==> src/rtl/asrx_pkg.sv <==
package asrx_pkg;

   typedef enum logic [2:0] {
      FMT_RJ16    = 3'd0,
      FMT_RJ20    = 3'd1,
      FMT_LJ      = 3'd2,
      FMT_I2S     = 3'd3,
      FMT_RJ24    = 3'd4,
      FMT_LJ_ALT  = 3'd5,
      FMT_I2S_ALT = 3'd6,
      FMT_NONE    = 3'd7
   } fmt_e;

   // Decoded framing controls for the deserialiser
   typedef struct packed {
      logic       enable;     // format is usable
      logic       delay1;     // word starts one bit after word-select change
      logic       right_just; // keep the bits just before the change
      logic [5:0] rj_bits;    // word length for right-aligned formats
   } frame_cfg_t;

   function automatic frame_cfg_t decode_fmt(input logic [2:0] code);
      frame_cfg_t c;
      c = '{enable: 1'b1, delay1: 1'b0, right_just: 1'b0, rj_bits: 6'd24};
      case (fmt_e'(code))
         FMT_RJ16:    begin c.right_just = 1'b1; c.rj_bits = 6'd16; end
         FMT_RJ20:    begin c.right_just = 1'b1; c.rj_bits = 6'd20; end
         FMT_RJ24:    begin c.right_just = 1'b1; c.rj_bits = 6'd24; end
         FMT_LJ,
         FMT_LJ_ALT:  c.delay1 = 1'b0;
         FMT_I2S,
         FMT_I2S_ALT: c.delay1 = 1'b1;
         default:     c.enable = 1'b0;
      endcase
      return c;
   endfunction

endpackage

==> src/rtl/asrx_sync_edge.sv <==
module asrx_sync_edge #(
   parameter int WIDTH  = 3,
   parameter int STAGES = 2
) (
   input  logic             clk,
   input  logic             rst_n,
   input  logic [WIDTH-1:0] din,
   output logic [WIDTH-1:0] dout,
   output logic             rise0
);
   initial assert (STAGES >= 2 && WIDTH >= 1)
      else $fatal(1, "asrx_sync_edge: bad parameters");

   logic [WIDTH-1:0] stg [STAGES];
   logic             last0;

   always_ff @(posedge clk or negedge rst_n) begin
      if (!rst_n) begin
         for (int i = 0; i < STAGES; i++) stg[i] <= '0;
         last0 <= 1'b0;
      end else begin
         stg[0] <= din;
         for (int i = 1; i < STAGES; i++) stg[i] <= stg[i-1];
         last0 <= stg[STAGES-1][0];
      end
   end

   assign dout  = stg[STAGES-1];
   assign rise0 = stg[STAGES-1][0] & ~last0;

endmodule

==> src/rtl/asrx_cfg_hold.sv <==
module asrx_cfg_hold
   import asrx_pkg::*;
(
   input  logic       clk,
   input  logic       rst_n,
   input  logic       pdn_n,
   input  logic [2:0] code,
   output frame_cfg_t cfg
);
   always_ff @(posedge clk or negedge rst_n) begin
      if (!rst_n)      cfg <= decode_fmt(3'd7);
      else if (!pdn_n) cfg <= decode_fmt(code);
   end

   // configuration frozen while power-down is released
   p_cfg_frozen_r10: assert property (@(posedge clk) disable iff (!rst_n)
      (pdn_n && $past(pdn_n)) |-> $stable(cfg));

endmodule

==> src/rtl/asrx_deser.sv <==
module asrx_deser
   import asrx_pkg::*;
#(
   parameter int W        = 24,
   parameter int MAX_HALF = 32
) (
   input  logic         clk,
   input  logic         rst_n,
   input  logic         run,
   input  frame_cfg_t   cfg,
   input  logic         bit_stb,
   input  logic         ws,
   input  logic         sd,
   output logic         word_stb,
   output logic [W-1:0] word,
   output logic         word_left
);
   localparam int             CW      = $clog2(MAX_HALF + 1);
   localparam logic [CW-1:0]  CNT_MAX = CW'(MAX_HALF);

   initial assert (MAX_HALF >= W && W >= 24)
      else $fatal(1, "asrx_deser: MAX_HALF must cover W, W at least 24");

   logic [MAX_HALF-1:0] sr;
   logic [CW-1:0]       cnt;
   logic                ws_last, have_ws, eff_prev, have_eff, started;
   logic                eff, eff_ok, edge_now, idle;

   logic [MAX_HALF+W-1:0] lj_ext;
   logic [W-1:0]          lj_word, rj_al, rj_word, pick;
   int                    sh_l, sh_r;

   always_comb begin
      idle     = !run || !cfg.enable;
      eff      = cfg.delay1 ? ws_last : ws;
      eff_ok   = cfg.delay1 ? have_ws : 1'b1;
      edge_now = bit_stb && eff_ok && have_eff && (eff != eff_prev);
   end

   // Word extraction: left-aligned keeps the first W bits of the half,
   // right-aligned keeps the last rj_bits bits, sign-extended.
   always_comb begin
      sh_l    = MAX_HALF - int'(cnt);
      lj_ext  = {sr, {W{1'b0}}} << sh_l;
      lj_word = lj_ext[MAX_HALF+W-1 -: W];
      sh_r    = W - int'(cfg.rj_bits);
      rj_al   = sr[W-1:0] << sh_r;
      rj_word = $signed(rj_al) >>> sh_r;
      pick    = cfg.right_just ? rj_word : lj_word;
   end

   always_ff @(posedge clk or negedge rst_n) begin
      if (!rst_n) begin
         sr <= '0; cnt <= '0; ws_last <= 1'b0; have_ws <= 1'b0;
         eff_prev <= 1'b0; have_eff <= 1'b0; started <= 1'b0;
         word_stb <= 1'b0; word <= '0; word_left <= 1'b0;
      end else if (idle) begin
         sr <= '0; cnt <= '0; ws_last <= 1'b0; have_ws <= 1'b0;
         eff_prev <= 1'b0; have_eff <= 1'b0; started <= 1'b0;
         word_stb <= 1'b0;
      end else begin
         word_stb <= 1'b0;
         if (bit_stb) begin
            ws_last <= ws;
            have_ws <= 1'b1;
            if (eff_ok) begin
               eff_prev <= eff;
               have_eff <= 1'b1;
               if (edge_now) begin
                  sr      <= {{(MAX_HALF-1){1'b0}}, sd};
                  cnt     <= CW'(1);
                  started <= 1'b1;
                  if (started) begin
                     word_stb  <= 1'b1;
                     word      <= pick;
                     word_left <= cfg.delay1 ? !eff_prev : eff_prev;
                  end
               end else begin
                  sr <= {sr[MAX_HALF-2:0], sd};
                  if (cnt != CNT_MAX) cnt <= cnt + CW'(1);
               end
            end
         end
      end
   end

   // a word completes only on a sampled rising bit-clock edge
   p_stb_on_bit_r1: assert property (@(posedge clk) disable iff (!rst_n)
      word_stb |-> $past(bit_stb));
   // reserved format never completes a word
   p_rsvd_silent_r9: assert property (@(posedge clk) disable iff (!rst_n)
      !cfg.enable |=> !word_stb);
   // bit count stays within the supported half-frame
   p_cnt_bound_r13: assert property (@(posedge clk) disable iff (!rst_n)
      cnt <= CNT_MAX);

endmodule

==> src/rtl/audio_serial_rx.sv <==
module audio_serial_rx
   import asrx_pkg::*;
#(
   parameter int SAMPLE_W    = 24,
   parameter int MAX_HALF    = 32,
   parameter int SYNC_STAGES = 2
) (
   input  logic                clk,
   input  logic                rst_n,
   input  logic                pdn_n,
   input  logic [2:0]          fmt_code,
   input  logic                bclk_in,
   input  logic                ws_in,
   input  logic                sd_in,
   output logic [SAMPLE_W-1:0] left_o,
   output logic [SAMPLE_W-1:0] right_o,
   output logic                valid_o
);
   frame_cfg_t          cfg;
   logic [2:0]          pins_s;
   logic                bit_stb, word_stb, word_left, left_ok;
   logic [SAMPLE_W-1:0] word, left_hold;

   asrx_sync_edge #(.WIDTH(3), .STAGES(SYNC_STAGES)) i_sync (
      .clk(clk), .rst_n(rst_n), .din({sd_in, ws_in, bclk_in}),
      .dout(pins_s), .rise0(bit_stb));

   asrx_cfg_hold i_cfg (
      .clk(clk), .rst_n(rst_n), .pdn_n(pdn_n), .code(fmt_code), .cfg(cfg));

   asrx_deser #(.W(SAMPLE_W), .MAX_HALF(MAX_HALF)) i_deser (
      .clk(clk), .rst_n(rst_n), .run(pdn_n), .cfg(cfg),
      .bit_stb(bit_stb), .ws(pins_s[1]), .sd(pins_s[2]),
      .word_stb(word_stb), .word(word), .word_left(word_left));

   // Pairing of left and right words into frames
   always_ff @(posedge clk or negedge rst_n) begin
      if (!rst_n) begin
         left_hold <= '0; left_ok <= 1'b0;
         left_o <= '0; right_o <= '0; valid_o <= 1'b0;
      end else begin
         valid_o <= 1'b0;
         if (!pdn_n || !cfg.enable) begin
            left_ok <= 1'b0;
         end else if (word_stb) begin
            if (word_left) begin
               left_hold <= word;
               left_ok   <= 1'b1;
            end else begin
               if (left_ok) begin
                  left_o  <= left_hold;
                  right_o <= word;
                  valid_o <= 1'b1;
               end
               left_ok <= 1'b0;
            end
         end
      end
   end

   // no pulse while powered down
   p_pd_quiet_r11: assert property (@(posedge clk) disable iff (!rst_n)
      !pdn_n |=> !valid_o);
   // pulse lasts a single cycle
   p_pulse_r8: assert property (@(posedge clk) disable iff (!rst_n)
      valid_o |=> !valid_o);
   // samples move only with the pulse
   p_hold_r8: assert property (@(posedge clk) disable iff (!rst_n)
      !valid_o |-> ($stable(left_o) && $stable(right_o)));

endmodule

==> config.mk <==
export PLATFORM = sky130hd
export DESIGN_NAME = audio_serial_rx
export DESIGN_NICKNAME = d
export VERILOG_FILES = /design/src/rtl/asrx_pkg.sv /design/src/rtl/asrx_sync_edge.sv /design/src/rtl/asrx_cfg_hold.sv /design/src/rtl/asrx_deser.sv /design/src/rtl/audio_serial_rx.sv
export SDC_FILE = /design/constraint.sdc
export NUM_CORES = 1
export LEC_CHECK = 0
export ABC_AREA = 1
export BUFFER_PORTS_ARGS = -buffer_cell sky130_fd_sc_hd__buf_2
export CAP_MARGIN = 20
export CORE_MARGIN = 5
export CORE_UTILIZATION = 45
export DETAILED_ROUTE_END_ITERATION = 7
export PLACE_DENSITY = 0.61
export SYNTH_ARGS = -nofsm -noshare
export SYNTH_HDL_FRONTEND = slang
export SYNTH_SLANG_ARGS = --single-unit
==> constraint.sdc <==
create_clock -name clk -period 2.6 [get_ports clk]
set_clock_uncertainty 0.1 [all_clocks]
set_input_delay 0.39 -clock clk [delete_from_list [all_inputs] [get_ports clk]]
set_output_delay 0.39 -clock clk [all_outputs]
set_load 0.005 [all_outputs]
==> impl_metrics.yaml <==
outcome:
  outcome: "finished, final reports clean"
synth:
  synth_edf_count: 0
  synth_area_um2: 8500
  postSynthCellCount: 1125
  synthDominantCellAreaShare_pct: 45.4
  yosysMostFrequentCell: "nand2_1"
  ys_top_cells_by_count: "nand2_1, nand3_1, dfrtp_1, inv_1, o21ai_0"
  ys_ff_latch: 155
  synth.avg_cell_area_um2: 7.55
  yosysTopAreaCell: "dfrtp_1"
  synth_area_leaders: "dfrtp_1, nand3_1, nand2_1"
  seq_area_frac_synth_pct: 45.7
  async_flop_share_pct: 100
  yosysUniqueCellTypes: 38
  syn-num-nets: 1137
  ys.warnings.count: 0
  synth_ff_type: "dfrtp_1"
finish:
  num_antenna_cells: 0
  multi_input_area_um2: 3920
  syn2layout_area_growth_pct: 15.4
  drive_gt1_share_pct: 14.5
  final_area_um2: 9810
  finalNetCount: 1189
  fillerInstances: 1858
  seq_area_um2: 3880
clocking:
  cts_max_level: 4
  cts_tree: "yes"
  cts.sinks: 155
  cts_made_buffers: 17
  path_clk_slew_ps: 80
  clockBufferDepth: 2
  cts_root_buffer: "clkbuf_16"
  insertion_delay_ps: 430
worst_setup_path:
  arrival_ps: 2550
  required_ps: 2820
  regToRegStartpoint: "i_deser.cnt[0]"
  critPathTopFamily: "buffers and inverters"
  reg2reg_to: "i_deser.word[20]"
  slowest_delay_ps: 390
  path_cells: "inv_1, ha_1, buf_4, xnor2_2, buf_4, a21oi_1, a21oi_1, nand2_1, nand3_1, nand3_1, nand2_1, inv_1"
  path_class: "reg2reg"
  path_max_fanout: 17
  crit_path_end_kind: "flop"
  start_kind: "flop"
  rr_worst_depth: 12
  r2r_slack_ps: 270
  critical-path-slowest-cell: "dfrtp_1"
  path_buf_inv: 4
global_route:
  grt_max_degree: 61
  use_met1_pct: 32.4
  use_met3_pct: 3.71
  overflow: 0
  grt_pass1_vias: 7471
  antenna_found_initial: 0
  grt_pass1_wl_um: 40800
  use_met2_pct: 36.2
  grt_busiest_layer: "met2"
  track_usage_pct: 23.2
pwr:
  power_frac_comb_pct: 23.5
  pwr-share-seq_pct: 37.5
  power-per-cell-area_nw_per_um2: 666
  clkPwrFrac_pct: 39.0
  p_int_mw: 4.23
  p_switching_mw: 2.30
  switching_share_pct: 35.2
  leakage_nw: 4.77
  max-vdd-ir-drop_v: 0.000469
floorplanning:
  initial_core_util_pct: 45.6
  die_w_um: 147
  die_area_um2: 21700
  ioPinCount: 58
  die_h_um: 147
  core.rowCount: 50
  core_um2: 18600
routing:
  drtIter0Drc: 861
  via_per_inst: 5.53
  drc_errors: 0
  post_drt_wl_per_cell_um: 17.3
  vias: 7874
  drtPass1Iterations: 6
  ant_nets: 0
  wirelength_um: 24600
place:
  finalWeightedCongestion: 0.991
  dpl_cell_area_um2: 9090
  port_buffers: 57
  place_hpwl_um: 17900
hold_path:
  min_path_type: "in2reg"
  min_path_cells: 2
  hold_path_startpoint: "pdn_n"
  min_to: "i_cfg.cfg[8]"
sta:
  rsz0062_at_grt: "no"
  fmax_mhz: 430
  finalSetupViolCount: 0
  worst_pin_slew_ps: 545
  tns_ps: 0
  min_period_ps: 2330
  finalHoldViolCount: 0
  timing.final.crit_share_pct: 89.5
  finalMaxSlewViolations: 0
  relSlewSlack_pct: 63.7
job:
  max_cap_violations: 0
## area by class of cell
class | count | area share [%]
multi-input combinational | 801 | 40.0
sequential | 155 | 39.6
timing repair buffer | 104 | 7.35
clock buffer | 17 | 4.34
inverter | 98 | 3.79
tap | 234 | 2.99
clock inverter | 15 | 2.00
## how the worst max path moves through the flow
stage	depth (start not counted)	startpoint	to
after global placement	12	i_cfg.cfg[3]	i_deser.word[16]
after floorplan	13	i_deser.cnt[0]	i_deser.word[19]
after detailed placement	11	i_cfg.cfg[3]	i_deser.word[21]
final	12	i_deser.cnt[0]	i_deser.word[20]
after CTS	11	i_cfg.cfg[3]	i_deser.word[21]
after global routing	13	i_deser.cnt[0]	i_deser.word[14]
## power by group through the flow
stage / combinational (mW) / sequential (mW) / clock, mW
after global placement: 1.50 / 2.49 / 0
after CTS: 1.48 / 2.45 / 2.60
final: 1.54 / 2.45 / 2.54
after floorplan: 0.991 / 2.49 / 0
after global routing: 1.70 / 2.45 / 2.72
after detailed placement: 1.47 / 2.49 / 0
## cells in the final DEF (no fill, tap or decap), types with 5 or more instances in the layout
cell       synthesis  routed
o22ai_1           32      32
o211ai_1           8       8
inv_8              0       5
inv_1             91      90
clkbuf_16          0      17
nor2_1            42      42
buf_2             20      56
nand3_1          240     240
nand3_2           16      16
xor2_1             5       5
clkinv_8           0       6
a31oi_1            8       8
o21ai_0           86      86
a21oi_1           40      40
a21oi_2            6       6
buf_4              2      37
inv_2              6       6
dfrtp_1          154     154
nand2_1          291     290
buf_12             1       5
## through the flow
stage	hold WS (ps)	worst slack [ps]	utilization (%)	total power [mW]	std cells
6_report	108	272	52.6	6.53	1424
2_1_floorplan	-5.59	405	-	3.48	1125
5_1_grt	117	40.8	52.6	6.86	1424
3_3_place_gp	232	217	48.8	4.00	1386
3_5_place_dp	235	85.2	48.8	3.97	1386
4_1_cts	97.8	66.5	52.3	6.53	1422
## repair_timing
item	4_1_cts	5_1_grt
gates resized for setup	0	5
setup buffers	0	2
hold buffers	4	0
setup endpoints to repair	0	15
endpoints found under the hold margin	56	0
## worst register-to-register path, stage by stage (launching register included)
cell and delay [ps]:
dfrtp_1 390, inv_1 80, ha_1 240, buf_4 160, xnor2_2 200, buf_4 280, a21oi_1 70, a21oi_1 200
nand2_1 130, nand3_1 180, nand3_1 100, nand2_1 70, inv_1 40
## state kept, by name, summed over array words and instances (netlist names), 3 cells and up
signal and cells:
i_sync.dout 3, right_o 24, i_deser.cnt 6, i_deser.word 24, i_cfg.cfg 5, i_deser.sr 32
i_sync.stg 3, left_hold 24, left_o 24
## cells by family (layout without fill, tap and decap cells)
kind of cell / Yosys count / after routing / share of synthesized area, %
buffers and inverters: 169 / 234 / 8.57
and+or+nand+nor: 602 / 602 / 32.1
adders and majority gates: 3 / 3 / 0.442
DFF: 155 / 155 / 45.7
AOI/OAI and AO/OA: 189 / 189 / 12.5
xor gates and xnor gates: 7 / 7 / 0.722
## metal layers
metal	vias to the layer above	wire, µm
met5	-	0
met4	0	880
met3	51	1340
met2	282	11300
met1	3671	11200
li1	3870	-
No activity file was read; power rests on OpenSTA's default activity.
